## src/rtl/smw_pkg.sv

```systemverilog
`timescale 1ns/1ps
package smw_pkg;

  typedef enum logic [2:0] {
    PH_IDLE   = 3'd0,
    PH_PRE    = 3'd1,
    PH_LEAD   = 3'd2,
    PH_STROBE = 3'd3,
    PH_HOLD   = 3'd4
  } smw_phase_e;

  typedef enum logic [1:0] {
    SZ_BYTE = 2'd0,
    SZ_HALF = 2'd1,
    SZ_WORD = 2'd2
  } smw_size_e;

endpackage

```

## src/rtl/smw_sequencer.sv

```systemverilog
`timescale 1ns/1ps
module smw_sequencer
  import smw_pkg::*;
#(
  parameter int TIME_W = 4
) (
  input  logic              clk,
  input  logic              rst,
  input  logic              start,
  input  logic [TIME_W-1:0] delay,
  input  logic [TIME_W-1:0] length,
  output smw_phase_e        phase_q,
  output smw_phase_e        phase_nxt,
  output logic              last_clk
);

  logic [TIME_W-1:0] cnt_q, cnt_nxt;
  logic [TIME_W-1:0] width_m1_q, width_m1_c;

  // pulse width minus one, clamped so the pulse is at least one clock
  always_comb begin
    if (length > delay) width_m1_c = TIME_W'(length - delay - TIME_W'(1));
    else                width_m1_c = '0;
  end

  always_comb begin
    phase_nxt = phase_q;
    cnt_nxt   = cnt_q;
    unique case (phase_q)
      PH_IDLE: begin
        if (start) begin
          if (delay == '0) phase_nxt = PH_LEAD;
          else begin
            phase_nxt = PH_PRE;
            cnt_nxt   = TIME_W'(delay - TIME_W'(1));
          end
        end
      end
      PH_PRE: begin
        if (cnt_q == '0) phase_nxt = PH_LEAD;
        else             cnt_nxt   = cnt_q - TIME_W'(1);
      end
      PH_LEAD: begin
        phase_nxt = PH_STROBE;
        cnt_nxt   = width_m1_q;
      end
      PH_STROBE: begin
        if (cnt_q == '0) phase_nxt = PH_HOLD;
        else             cnt_nxt   = cnt_q - TIME_W'(1);
      end
      PH_HOLD: phase_nxt = PH_IDLE;
      default: phase_nxt = PH_IDLE;
    endcase
  end

  assign last_clk = (phase_q == PH_HOLD);

  always_ff @(posedge clk) begin
    if (rst) begin
      phase_q    <= PH_IDLE;
      cnt_q      <= '0;
      width_m1_q <= '0;
    end else begin
      phase_q <= phase_nxt;
      cnt_q   <= cnt_nxt;
      if (start && phase_q == PH_IDLE) width_m1_q <= width_m1_c;
    end
  end

  AST_LEAD_TO_STROBE: assert property (@(posedge clk) disable iff (rst)
    (phase_q == PH_LEAD) |=> (phase_q == PH_STROBE));
  AST_HOLD_TO_IDLE: assert property (@(posedge clk) disable iff (rst)
    (phase_q == PH_HOLD) |=> (phase_q == PH_IDLE));
  AST_NO_START_MID: assert property (@(posedge clk) disable iff (rst)
    (phase_q != PH_IDLE && phase_q != PH_HOLD) |=> (phase_q != PH_IDLE));

endmodule

```

## src/rtl/smw_lane_decode.sv

```systemverilog
`timescale 1ns/1ps
module smw_lane_decode
  import smw_pkg::*;
#(
  parameter int LANES  = 4,
  parameter int LANE_W = $clog2(LANES)
) (
  input  logic [1:0]        size,
  input  logic [LANE_W-1:0] addr_lo,
  output logic [LANES-1:0]  mask
);

  localparam logic [LANES-1:0] ONE_LANE = LANES'(1);
  localparam logic [LANES-1:0] TWO_LANE = LANES'(3);

  always_comb begin
    unique case (size)
      2'(SZ_BYTE): mask = ONE_LANE << addr_lo;
      2'(SZ_HALF): mask = TWO_LANE << {addr_lo[LANE_W-1:1], 1'b0};
      default:     mask = '1;
    endcase
  end

endmodule

```

## src/rtl/smw_cs_decode.sv

```systemverilog
`timescale 1ns/1ps
module smw_cs_decode #(
  parameter int NUM_CS = 4,
  parameter int CS_W   = $clog2(NUM_CS)
) (
  input  logic [CS_W-1:0]   index,
  output logic [NUM_CS-1:0] onehot
);

  for (genvar g = 0; g < NUM_CS; g++) begin : g_sel
    assign onehot[g] = (index == CS_W'(g));
  end

endmodule

```

## src/rtl/smw_write_ctrl.sv

```systemverilog
`timescale 1ns/1ps
module smw_write_ctrl
  import smw_pkg::*;
#(
  parameter int ADDR_W = 18,
  parameter int DATA_W = 32,
  parameter int NUM_CS = 4,
  parameter int TIME_W = 4,
  parameter int CS_W   = $clog2(NUM_CS),
  parameter int LANES  = DATA_W / 8,
  parameter int LANE_W = $clog2(LANES)
) (
  input  logic              clk,
  input  logic              rst,
  input  logic              req_valid,
  input  logic [ADDR_W-1:0] req_addr,
  input  logic [DATA_W-1:0] req_data,
  input  logic [1:0]        req_size,
  input  logic [CS_W-1:0]   req_cs,
  input  logic [TIME_W-1:0] cfg_length,
  input  logic [TIME_W-1:0] cfg_delay,
  input  logic              cfg_lane_we,
  output logic              busy,
  output logic              done,
  output logic [ADDR_W-1:0] mem_addr,
  output logic [DATA_W-1:0] mem_data,
  output logic [NUM_CS-1:0] mem_cs_n,
  output logic              mem_we_n,
  output logic [LANES-1:0]  mem_lane_n
);

  smw_phase_e        phase_q, phase_nxt;
  logic              last_clk;
  logic              accept;
  logic [LANES-1:0]  lane_dec, lane_q, lane_sel;
  logic [NUM_CS-1:0] cs_dec, cs_q, cs_sel;
  logic              mode_q, mode_sel;
  logic              lanes_on;

  assign accept = req_valid && (phase_q == PH_IDLE);

  smw_sequencer #(.TIME_W(TIME_W)) u_seq (
    .clk       (clk),
    .rst       (rst),
    .start     (accept),
    .delay     (cfg_delay),
    .length    (cfg_length),
    .phase_q   (phase_q),
    .phase_nxt (phase_nxt),
    .last_clk  (last_clk)
  );

  smw_lane_decode #(.LANES(LANES), .LANE_W(LANE_W)) u_lane (
    .size    (req_size),
    .addr_lo (req_addr[LANE_W-1:0]),
    .mask    (lane_dec)
  );

  smw_cs_decode #(.NUM_CS(NUM_CS), .CS_W(CS_W)) u_cs (
    .index  (req_cs),
    .onehot (cs_dec)
  );

  assign lane_sel = accept ? lane_dec    : lane_q;
  assign cs_sel   = accept ? cs_dec      : cs_q;
  assign mode_sel = accept ? cfg_lane_we : mode_q;

  // lanes framing: strobe mode leads/trails the pulse, direct mode is the pulse
  always_comb begin
    if (mode_sel) lanes_on = (phase_nxt == PH_STROBE);
    else          lanes_on = (phase_nxt == PH_LEAD) || (phase_nxt == PH_STROBE) ||
                             (phase_nxt == PH_HOLD);
  end

  always_ff @(posedge clk) begin
    if (rst) begin
      lane_q     <= '0;
      cs_q       <= '0;
      mode_q     <= 1'b0;
      mem_addr   <= '0;
      mem_data   <= '0;
      mem_cs_n   <= '1;
      mem_we_n   <= 1'b1;
      mem_lane_n <= '1;
      busy       <= 1'b0;
      done       <= 1'b0;
    end else begin
      if (accept) begin
        lane_q   <= lane_dec;
        cs_q     <= cs_dec;
        mode_q   <= cfg_lane_we;
        mem_addr <= req_addr;
        mem_data <= req_data;
      end
      mem_cs_n   <= (phase_nxt != PH_IDLE) ? ~cs_sel : '1;
      mem_we_n   <= !((phase_nxt == PH_STROBE) && !mode_sel);
      mem_lane_n <= lanes_on ? ~lane_sel : '1;
      busy       <= (phase_nxt != PH_IDLE);
      done       <= last_clk;
    end
  end

  AST_CS_ONEHOT: assert property (@(posedge clk) disable iff (rst)
    $onehot0(~mem_cs_n));
  AST_WE_IN_CS: assert property (@(posedge clk) disable iff (rst)
    !mem_we_n |-> (mem_cs_n != '1));
  AST_CS_TRAIL: assert property (@(posedge clk) disable iff (rst)
    $rose(mem_we_n) |-> (mem_cs_n != '1));
  AST_CS_RELEASE: assert property (@(posedge clk) disable iff (rst)
    $rose(mem_we_n) |=> (mem_cs_n == '1));
  AST_LANE_LEAD: assert property (@(posedge clk) disable iff (rst)
    $fell(mem_we_n) |-> ($past(mem_lane_n) != '1));
  AST_LANE_TRAIL: assert property (@(posedge clk) disable iff (rst)
    $rose(mem_we_n) |-> (mem_lane_n != '1));
  AST_DIRECT_WE_HIGH: assert property (@(posedge clk) disable iff (rst)
    (busy && mode_q) |-> mem_we_n);
  AST_BUS_STABLE: assert property (@(posedge clk) disable iff (rst)
    ($past(busy) && busy) |-> ($stable(mem_addr) && $stable(mem_data)));
  AST_DONE_IDLE: assert property (@(posedge clk) disable iff (rst)
    done |-> (!busy && mem_cs_n == '1 && mem_lane_n == '1));
  AST_DONE_PULSE: assert property (@(posedge clk) disable iff (rst)
    done |=> !done);

endmodule

```

## config.mk

```make
export PLATFORM = sky130hd
export DESIGN_NAME = smw_write_ctrl
export DESIGN_NICKNAME = d
export VERILOG_FILES = /design/src/rtl/smw_pkg.sv /design/src/rtl/smw_sequencer.sv /design/src/rtl/smw_lane_decode.sv /design/src/rtl/smw_cs_decode.sv /design/src/rtl/smw_write_ctrl.sv
export SDC_FILE = /design/constraint.sdc
export NUM_CORES = 1
export LEC_CHECK = 0
export BUFFER_PORTS_ARGS = -buffer_cell sky130_fd_sc_hd__buf_2
export CAP_MARGIN = 20
export CORE_AREA = 2 2 80 82
export CTS_BUF_LIST = sky130_fd_sc_hd__clkbuf_4 sky130_fd_sc_hd__clkbuf_8
export DETAILED_ROUTE_END_ITERATION = 10
export DIE_AREA = 0 0 82 84
export HOLD_SLACK_MARGIN = 0.15
export PLACE_DENSITY_LB_ADDON = 0.3
export SYNTH_ARGS = -nofsm -noshare
export SYNTH_HDL_FRONTEND = slang
export SYNTH_SLANG_ARGS = --single-unit
```

## constraint.sdc

```tcl
create_clock -name clk -period 4.5 [get_ports clk]
set_clock_uncertainty 0.1 [all_clocks]
set_input_delay 0.675 -clock clk [delete_from_list [all_inputs] [get_ports clk]]
set_output_delay 0.675 -clock clk [all_outputs]
set_load 0.02 [all_outputs]
```

==> results of run 1 <==
-- how the worst max path moves through the flow --
| stage | endpoint | slack (ns) | cells past startpoint |
|---|---|---|---|
| 2_1_floorplan | u_seq.cnt_q[3] | 2.34 | 5 |
| 3_3_place_gp | mem_lane_n[3] | 1.87 | 5 |
| 3_5_place_dp | mem_lane_n[3] | 1.82 | 5 |
| 4_1_cts | mem_lane_n[3] | 2.08 | 4 |
| 5_1_grt | mem_lane_n[3] | 1.90 | 4 |
| 6_report | mem_lane_n[3] | 2.09 | 4 |
-- power by group --
group,total [uW],internal [uW],switching (uW)
clock,619,384,235
combinational,738,273,466
sequential,937,854,82.8
-- Yosys cell counts (2+ instances only) --
cell type | count | area [um^2]
mux2i_1 | 6 | 60.1
nor2_1 | 18 | 67.6
a211oi_1 | 5 | 37.5
nor3_1 | 6 | 30.0
or4_1 | 2 | 15.0
a21oi_1 | 58 | 290
o31a_1 | 2 | 17.5
inv_1 | 7 | 26.3
nand2_1 | 113 | 424
nand3b_1 | 3 | 22.5
buf_6 | 2 | 22.5
nor2b_1 | 3 | 18.8
xnor2_1 | 4 | 35.0
buf_2 | 6 | 30.0
dfxtp_1 | 81 | 1620
clkbuf_1 | 16 | 60.1
and3_1 | 2 | 12.5
nor4_1 | 2 | 12.5
ha_1 | 6 | 75.1
nand2b_1 | 6 | 37.5
a22oi_1 | 4 | 30.0
o21ai_0 | 7 | 35.0
-- cells by family (layout without fill, tap and decap cells) --
group / after synthesis / after routing / synth area share, %
compound gates: 83 / 83 / 15.0
buf+inv: 32 / 150 / 4.53
mux: 6 / 6 / 1.91
fa+ha+maj: 7 / 7 / 3.02
simple gates: 163 / 163 / 22.7
flops: 81 / 81 / 51.5
xor+xnor: 5 / 5 / 1.39
-- registers in the layout, summed over array words and instances, names as in the netlist, 3 cells and up --
register          cells
cs_q                  4
u_seq.width_m1_q      4
u_seq.phase_q         3
mem_data             32
mem_addr             18
mem_lane_n            4
u_seq.cnt_q           4
mem_cs_n              4
lane_q                4
-- metal layers --
| metal | part of all wire [%] | global-route usage, % | vias up |
|---|---|---|---|
| li1 | - | - | 1488 |
| met1 | 43 | 26.4 | 1248 |
| met2 | 47 | 33.6 | 102 |
| met3 | 8.6 | 4.76 | 8 |
| met4 | 1.3 | 7.88 | 0 |
| met5 | 0 | 0 | - |
-- critical path, delay by kind of cell (launching register included) --
kind,cells,cell delay [ns]
and+or+nand+nor,2,1.25
DFF,1,0.46
muxes,1,0.31
AOI/OAI and AO/OA,1,0.13
-- cell type report --
| class | instances | area [um^2] | area share [%] |
|---|---|---|---|
| inverter | 7 | 26.3 | 0.653 |
| timing repair buffer | 129 | 653 | 16.2 |
| clock buffer | 11 | 145 | 3.61 |
| sequential | 81 | 1620 | 40.3 |
| multi-input combinational | 264 | 1390 | 34.6 |
| clock inverter | 3 | 90.1 | 2.24 |
| tap | 77 | 96.3 | 2.39 |
-- per-stage QoR --
stage / setup slack [ns] / power (uW) / cells / utilization [%] / area (um^2)
after floorplan: 2.34 / 1500 / 377 / - / 3150
after global placement: 1.87 / 1680 / 558 / 62.2 / 3790
after detailed placement: 1.82 / 1700 / 558 / 62.2 / 3790
after CTS: 2.08 / 2320 / 572 / 66.0 / 4020
after global routing: 1.90 / 2440 / 572 / 66.0 / 4020
final: 2.09 / 2290 / 572 / 66.0 / 4020
==> reports/metrics.yaml, run 1 <==
setup_path:
  setup.worst_path.end_class: "flop"
  worstPathCellList: "or4b_4, mux2i_1, o21ai_1, or4_1"
  slowest_delay_ns: 0.84
  cpMaxStageDelayCell: "or4b_4"
  r2r_end: "mem_lane_n[3]"
  reg2reg_depth: 4
  worstPathArrival_ns: 2.52
  cp-startpoint: "u_seq.phase_q[2]"
  crit_type: "reg2reg"
  worstSetupStartpointType: "flop"
  r2r_start: "u_seq.phase_q[2]"
  cp_max_fo: 65
  worst-r2r-setup-slack_ns: 2.09
  critPathRequiredTime_ns: 4.61
global_route:
  grt_pass1_wl_um: 11200
  grt_max_degree: 66
  grtUsageTotal_pct: 20.7
  grt-ovfl-total: 0
  antenna_found_initial: 0
  grt_pass1_vias: 2490
synthesis:
  synth.avg_cell_area_um2: 8.35
  postSynth.asyncResetShare_pct: 0
  syn_nets: 450
  synth_edf_count: 0
  syn_inst: 377
  synth-main-ff-cell: "dfxtp_1"
  synthDistinctLibCells: 40
  ys_ff_latch: 81
  ys_seq_area_share_pct: 51.5
  yosys_warnings: 0
  syn_area_mm2: 0.00315
sta:
  period_minus_slack_ns: 2.41
  worst_slew_pin_slew_ns: 0.752
  rsz0062_at_grt: "no"
  holdWs_ns: 0.353
  setup_tns_ns: 0
  drv_slew: 0
  finalCritPeriodShare_pct: 53.7
  final_hold_viol_count: 0
  fmax_mhz: 414
  slew_headroom_pct: 49.7
  setup_viol: 0
pwr:
  ir_drop_uv: 314
  p_per_area_mw_per_mm2: 570
  leakage_uw: 0.00185
floorplanning:
  die_h_um: 84
  die_area_mm2: 0.00689
  rows: 29
  die_w_um: 82
  io_pins: 127
  start_util_pct: 51.6
  core_mm2: 0.00610
hold_path:
  hold_depth: 2
  worstHoldEndpoint: "mem_data[25]"
  hold_start: "mem_data[25]"
  hold_path_class: "reg2reg"
placed_design:
  hpwl_um: 4920
  gp_congestion: 0.777
  port_buffers: 126
clock_network:
  cts.sinks: 81
  cts_setup_buffers: 0
  cts_buffers: 9
  clockBufferDepth: 2
  cts_tree: "built"
  clk_pin_slew_worst_paths_ns: 0.08
  cts_hold_buf: 0
  h-tree-depth: 3
  root_buffer: "clkbuf_8"
  clk-insertion-delay-late_ns: 0.33
  post_cts_resized: 0
layout:
  drive_gt1_share_pct: 29.9
  final_cell_mix: "126 x buf_2, 113 x nand2_1, 81 x dfxtp_1, 58 x a21oi_1, 18 x nor2_1"
  antennaDiodeCount: 0
  final_common_cell: "buf_2"
  layout.nets: 565
  num-fill-cells: 541
  area_growth_pct: 27.9
detailed_routing:
  viasPerCell: 4.98
  post-route-drc-count: 0
  drt_iter0_drc: 111
  wl_per_cell_um: 12.1
  drt_pass1_iterations: 6
  dr_total_vias: 2846
  routed_wl_um: 6930
  ant_nets: 0
job:
  maxCapViolCount: 0
status:
  status: "finished, final reports clean"
Power figures use the tool's default switching activity.
==> inputs of run 2 (changes only) <==
--- a/config.mk
+++ b/config.mk
@@ -7,10 +7,10 @@
 export LEC_CHECK = 0
 export BUFFER_PORTS_ARGS = -buffer_cell sky130_fd_sc_hd__buf_2
 export CAP_MARGIN = 20
-export CORE_AREA = 2 2 80 82
+export CORE_AREA = 2 2 83 85
 export CTS_BUF_LIST = sky130_fd_sc_hd__clkbuf_4 sky130_fd_sc_hd__clkbuf_8
 export DETAILED_ROUTE_END_ITERATION = 10
-export DIE_AREA = 0 0 82 84
+export DIE_AREA = 0 0 85 87
 export HOLD_SLACK_MARGIN = 0.15
 export PLACE_DENSITY_LB_ADDON = 0.3
 export SYNTH_ARGS = -nofsm -noshare
==> constraint.sdc (replaced) <==
create_clock -name clk -period 2.4 [get_ports clk]
set_clock_uncertainty 0.1 [all_clocks]
set_input_delay 0.36 -clock clk [delete_from_list [all_inputs] [get_ports clk]]
set_output_delay 0.36 -clock clk [all_outputs]
set_load 0.02 [all_outputs]
==> run 2 against run 1 <==
Against the previous run: critical path depth grew 2; clock power grew 59%; fmax grew 15%; hold slack lost 0.19 ns; die area grew 7.4%; flip-flop and latch count is the same; worst setup slack lost 1.8 ns; first-iteration DRC count shrank 29%; final cell count grew 8.2%; combinational power grew 100%.
==> reports/metrics.yaml, run 2 (synthesis results as in run 1) <==
detailed_routing:
  dr_total_vias: 3053  # +7.3%
  ant_nets: 0  # unchanged
  drt_pass1_iterations: 4  # -2
  viasPerCell: 4.93  # -0.87%
  wl_per_cell_um: 12.4  # +2.8%
  drt_iter0_drc: 79  # -29%
  routed_wl_um: 7700  # +11%
  post-route-drc-count: 0  # unchanged
global_route:
  antenna_found_initial: 0  # unchanged
  grt_pass1_wl_um: 12800  # +14%
  grt-ovfl-total: 0  # unchanged
  grt_pass1_vias: 2940  # +18%
  grt_max_degree: 52  # -21%
  grtUsageTotal_pct: 21.4  # +0.66 points
clock_network:
  h-tree-depth: 3  # unchanged
  root_buffer: "clkbuf_8"
  clk_pin_slew_worst_paths_ns: 0.08  # about the same
  clockBufferDepth: 2  # unchanged
  cts.sinks: 81  # unchanged
  post_cts_resized: 0  # unchanged
  clk-insertion-delay-late_ns: 0.34  # about the same
  cts_buffers: 9  # unchanged
  cts_tree: "built"
layout:
  final_cell_mix: "126 x buf_2, 113 x nand2_1, 81 x dfxtp_1, 58 x a21oi_1, 37 x dlygate4sd3_1"
  largest_reg_flops: 32  # unchanged
  layout.nets: 607  # +7.4%
  drive_gt1_share_pct: 28.8  # -1.1 points
  ff_latch_area_mm2: 0.00162  # unchanged
  regMostFlops: "mem_data"
  top_regs: "mem_data: 32 flops, mem_addr: 18 flops"
  num-fill-cells: 560  # +3.5%
  multi_input_area_mm2: 0.00139  # unchanged
  final_common_cell: "buf_2"
  antennaDiodeCount: 0  # unchanged
  area_growth_pct: 39.8
  final_cell_count_no_fill: 619  # +8.2%
  postLayoutCellArea_mm2: 0.00440  # +9.4%
pwr:
  p_per_area_mw_per_mm2: 963  # +69%
  total_power_uw: 4240  # +85%
  power.switching_uw: 1560  # +99%
  power_frac_comb_pct: 35.4  # +3.2 points
  p_clk_share_pct: 23.2  # -3.8 points
  ir_drop_uv: 611  # +94%
  leakage_uw: 0.00201  # +8.5%
  power.internal_uw: 2680  # +77%
  power_frac_seq_pct: 41.4  # +0.6 points
  switching_share_pct: 36.8  # +2.7 points
placed_design:
  port_buffers: 126  # unchanged
  hpwl_um: 5110  # +3.9%
  gp_congestion: 0.837  # +7.7%
  placed_area_mm2: 0.00383  # +1.1%
  dp.cells: 566  # +1.4%
status:
  status: "finished, final reports clean"
job:
  maxCapViolCount: 0  # unchanged
sta:
  final_hold_viol_count: 0  # unchanged
  finalCritPeriodShare_pct: 87.5  # +34 points
  setup_tns_ns: 0  # unchanged
  rsz0062_at_grt: "no"
  fmax_mhz: 476  # +15%
  period_minus_slack_ns: 2.10  # -0.315 ns
  worst_slew_pin_slew_ns: 0.905  # +0.153 ns
  slew_headroom_pct: 39.7  # -10 points
  setup_viol: 0  # unchanged
  drv_slew: 0  # unchanged
floorplanning:
  rows: 30  # +3.4%
  io_pins: 127  # unchanged
  die_w_um: 85  # +3.7%
  die_h_um: 87  # +3.6%
  start_util_pct: 47.9  # -3.7 points
  die_area_mm2: 0.00740  # +7.4%
  core_mm2: 0.00657  # +7.8%
setup_path:
  critPathRequiredTime_ns: 2.55  # -2.06 ns
  worstSetupStartpointType: "flop"
  worstPathArrival_ns: 2.25  # -0.27 ns
  setup.worst_path.end_class: "flop"
  cp_max_fo: 12  # -82%
  crit_type: "reg2reg"
hold_path:
  hold_path_class: "in2reg"
run 2: timing repair:
item / CTS / global route
hold buffers: 36 / 1
setup endpoints to repair: 0 / 0
hold endpoints to repair: 36 / 1
setup buffers: 0 / 0
run 2: critical path: stages, from the launching register on:
cell and delay [ns]:
dfxtp_1 0.62, nand2b_1 0.35, mux2i_1 0.31, ha_1 0.21, xnor2_1 0.12, mux2i_1 0.09
a211oi_1 0.21
run 2: cell type report:
| type | instances | area share, % |
|---|---|---|
| tap | 80 | 2.27 |
| sequential | 81 | 36.8 |
| timing repair buffer | 171 | 24.1 |
| multi-input combinational | 264 | 31.6 |
| inverter | 7 | 0.597 |
| clock inverter | 7 | 1.73 |
| clock buffer | 9 | 2.81 |
run 2: routing by layer:
layer  vias up  part of all wire, %  wire [um]  global-route usage (%)
met4         0                  2.1        159                    9.67
met3        15                  6.5        498                    5.02
met1      1374                   42       3230                    24.4
met5         -                    0          0                       0
li1       1566                    -          -                       -
met2        98                   50       3820                    38.1
run 2: final timing paths:
| kind | start | to | slack (ns) | depth (start not counted) |
|---|---|---|---|---|
| max | u_seq.phase_q[2] | u_seq.cnt_q[2] | 0.30 | 6 |
| min | req_addr[16] | mem_addr[16] | 0.16 | 3 |
| max reg2reg | u_seq.phase_q[2] | u_seq.cnt_q[2] | 0.30 | 6 |
| min reg2reg | mem_data[7] | mem_data[7] | 0.35 | 2 |
run 2: through the flow:
stage | util (%) | hold WS [ns] | setup slack (ns)
2_1_floorplan | - | 0.340 | 0.444
3_3_place_gp | 58.3 | 0.338 | 0.303
3_5_place_dp | 58.3 | 0.343 | 0.214
4_1_cts | 66.8 | 0.151 | 0.299
5_1_grt | 67.0 | 0.165 | 0.0971
6_report | 67.0 | 0.159 | 0.300
run 2: power by group through the flow:
stage                     Combinational, uW  Sequential [uW]  Clock [uW]
after floorplan                         859             1950           0
after global routing                   1680             1790        1080
after global placement                 1430             1780           0
final                                  1500             1760         983
after detailed placement               1460             1790           0
after CTS                              1510             1760        1010
==> inputs of run 3 (changes only) <==
==> constraint.sdc (replaced) <==
create_clock -name clk -period 2.4 [get_ports clk]
set_clock_uncertainty 0.1 [all_clocks]
set_input_delay 0.48 -clock clk [delete_from_list [all_inputs] [get_ports clk]]
set_output_delay 0.48 -clock clk [all_outputs]
set_load 0.02 [all_outputs]
==> run 3 against run 2 <==
Against the previous run: via count down 3.7%; clock power up 5%; fmax up 1.5%; core utilization down 5.2 points; routed wire length down 8.2%; worst setup slack better by 0.030 ns; critical endpoint is now mem_lane_n[2]; highest routed layer unchanged.
==> reports/metrics.yaml, run 3 (synthesis results as in run 1) <==
status:
  status: "finished, final reports clean"
clock_network:
  h-tree-depth: 3  # unchanged
  post_cts_resized: 0  # unchanged
  clk_pin_slew_worst_paths_ns: 0.08  # about the same
  cts_setup_buffers: 0  # unchanged
  cts_hold_buf: 0  # -100%
  root_buffer: "clkbuf_8"
  clockBufferDepth: 2  # unchanged
  cts_buffers: 9  # unchanged
  cts.sinks: 81  # unchanged
  cts_tree: "built"
  clk-insertion-delay-late_ns: 0.34  # about the same
global_route:
  grt_pass1_wl_um: 11700  # -8.6%
  antenna_found_initial: 0  # unchanged
  grt-ovfl-total: 0  # unchanged
  grtUsageTotal_pct: 19.4  # -2.0 points
  grt_max_degree: 64  # +23%
  grt_pass1_vias: 2743  # -6.7%
sta:
  fmax_mhz: 483  # +1.5%
  finalCritPeriodShare_pct: 86.2  # -1.3 points
  setup_ws_ns: 0.331  # +0.0302 ns
  rsz0062_at_grt: "no"
  final_hold_viol_count: 0  # unchanged
  slew_headroom_pct: 55.8  # +16 points
  setup_tns_ns: 0  # unchanged
  period_minus_slack_ns: 2.07  # -0.0302 ns
  worst_slew_pin_slew_ns: 0.664  # -0.241 ns
  drv_slew: 0  # unchanged
  holdWs_ns: 0.268  # +0.109 ns
  setup_viol: 0  # unchanged
floorplanning:
  core_mm2: 0.00657  # unchanged
  die_area_mm2: 0.00740  # unchanged
  die_w_um: 85  # unchanged
  rows: 30  # unchanged
  die_h_um: 87  # unchanged
  start_util_pct: 47.9  # unchanged
  io_pins: 127  # unchanged
detailed_routing:
  ant_nets: 0  # unchanged
  wl_per_cell_um: 12.1  # -2.4%
  drt_pass1_iterations: 5  # +1
  drt_iter0_drc: 110  # +39%
  post-route-drc-count: 0  # unchanged
  dr_total_vias: 2941  # -3.7%
  viasPerCell: 5.05  # +2.5%
  routed_wl_um: 7070  # -8.2%
pwr:
  p_per_area_mw_per_mm2: 1040  # +8.0%
  total_power_uw: 4220  # -0.37%
  ir_drop_uv: 587  # -3.9%
  leakage_uw: 0.00187  # -7.0%
setup_path:
  worst-path-buf-inv: 1  # +1
  worstSetupStartpointType: "flop"
  cp_max_fo: 63  # +51
  crit_type: "reg2reg"
  critPathRequiredTime_ns: 2.58  # +0.03 ns
  worstPathArrival_ns: 2.25  # about the same
  worst-r2r-setup-slack_ns: 0.33  # +0.03 ns
  slowest_delay_ns: 0.61  # about the same
  setup.worst_path.end_class: "flop"
  worstPathCellList: "or4b_4, buf_4, a211oi_1, nor3_1, nand2b_1"
  cpMaxStageDelayCell: "or4b_4"
  cpLargestDelayFamily: "simple AND/OR/NAND/NOR gates"
job:
  maxCapViolCount: 0  # unchanged
layout:
  largest_reg_flops: 32  # unchanged
  top_regs: "mem_data: 32 flops, mem_addr: 18 flops"
  area_growth_pct: 28.9
  layout.nets: 570  # -6.1%
  final_cell_mix: "126 x buf_2, 113 x nand2_1, 81 x dfxtp_1, 58 x a21oi_1, 18 x nor2_1"
  antennaDiodeCount: 0  # unchanged
  final_common_cell: "buf_2"
  regMostFlops: "mem_data"
  drive_gt1_share_pct: 30.9  # +2.1 points
placed_design:
  gp_congestion: 0.853  # +1.8%
  port_buffers: 126  # unchanged
  dp_slack_ns: 0.109  # -0.105 ns
  hpwl_um: 5100  # -0.19%
hold_path:
  hold_path_class: "in2reg"
-- run 3: changes by cell type in the layout (fill, tap and decap cells not counted), sizes merged --
cell,before,now
inv,10,7
clkinv,1,3
clkbuf,9,11
clkinvlp,2,1
dlygate4sd3,37,0
-- run 3: worst reg2reg max path, stage by stage (launching register included) --
cell and delay, ns:
dfxtp_1 0.43, or4b_4 0.61, buf_4 0.34, a211oi_1 0.35, nor3_1 0.10, nand2b_1 0.10
-- run 3: power breakdown --
group / internal [uW] / switching (uW) / total, uW
sequential: 1600 / 152 / 1750
combinational: 550 / 894 / 1440
clock: 543 / 483 / 1030
total: 2690 / 1530 / 4220
-- run 3: metrics by stage --
| stage | instances | utilization, % | area (um^2) |
|---|---|---|---|
| floorplan | 377 | - | 3150 |
| global placement | 566 | 58.5 | 3840 |
| detailed placement | 566 | 58.5 | 3840 |
| CTS | 582 | 61.8 | 4060 |
| global route | 582 | 61.8 | 4060 |
| finish | 582 | 61.8 | 4060 |
-- run 3: layout make-up --
class	count	area, um^2
Inverter	7	26.3
Multi-Input combinational cell	264	1390
Fill cell	615	2510
Clock inverter	5	63.8
Tap cell	80	100
Clock buffer	11	151
Sequential cell	81	1620
Timing Repair Buffer	134	703
-- run 3: path summary, 6_finish.rpt --
check,start,end,cells after the start
hold / removal,req_addr[2],mem_addr[2],3
setup / recovery,u_seq.phase_q[1],mem_lane_n[2],5
hold reg to reg,mem_data[1],mem_data[1],2
setup reg to reg,u_seq.phase_q[1],mem_lane_n[2],5
-- run 3: layer usage --
| metal | share of wire (%) | global-route usage [%] |
|---|---|---|
| met5 | 0 | 0 |
| met4 | 1.1 | 6.35 |
| met3 | 8.4 | 6.16 |
| met2 | 47 | 33.5 |
| met1 | 44 | 22.8 |
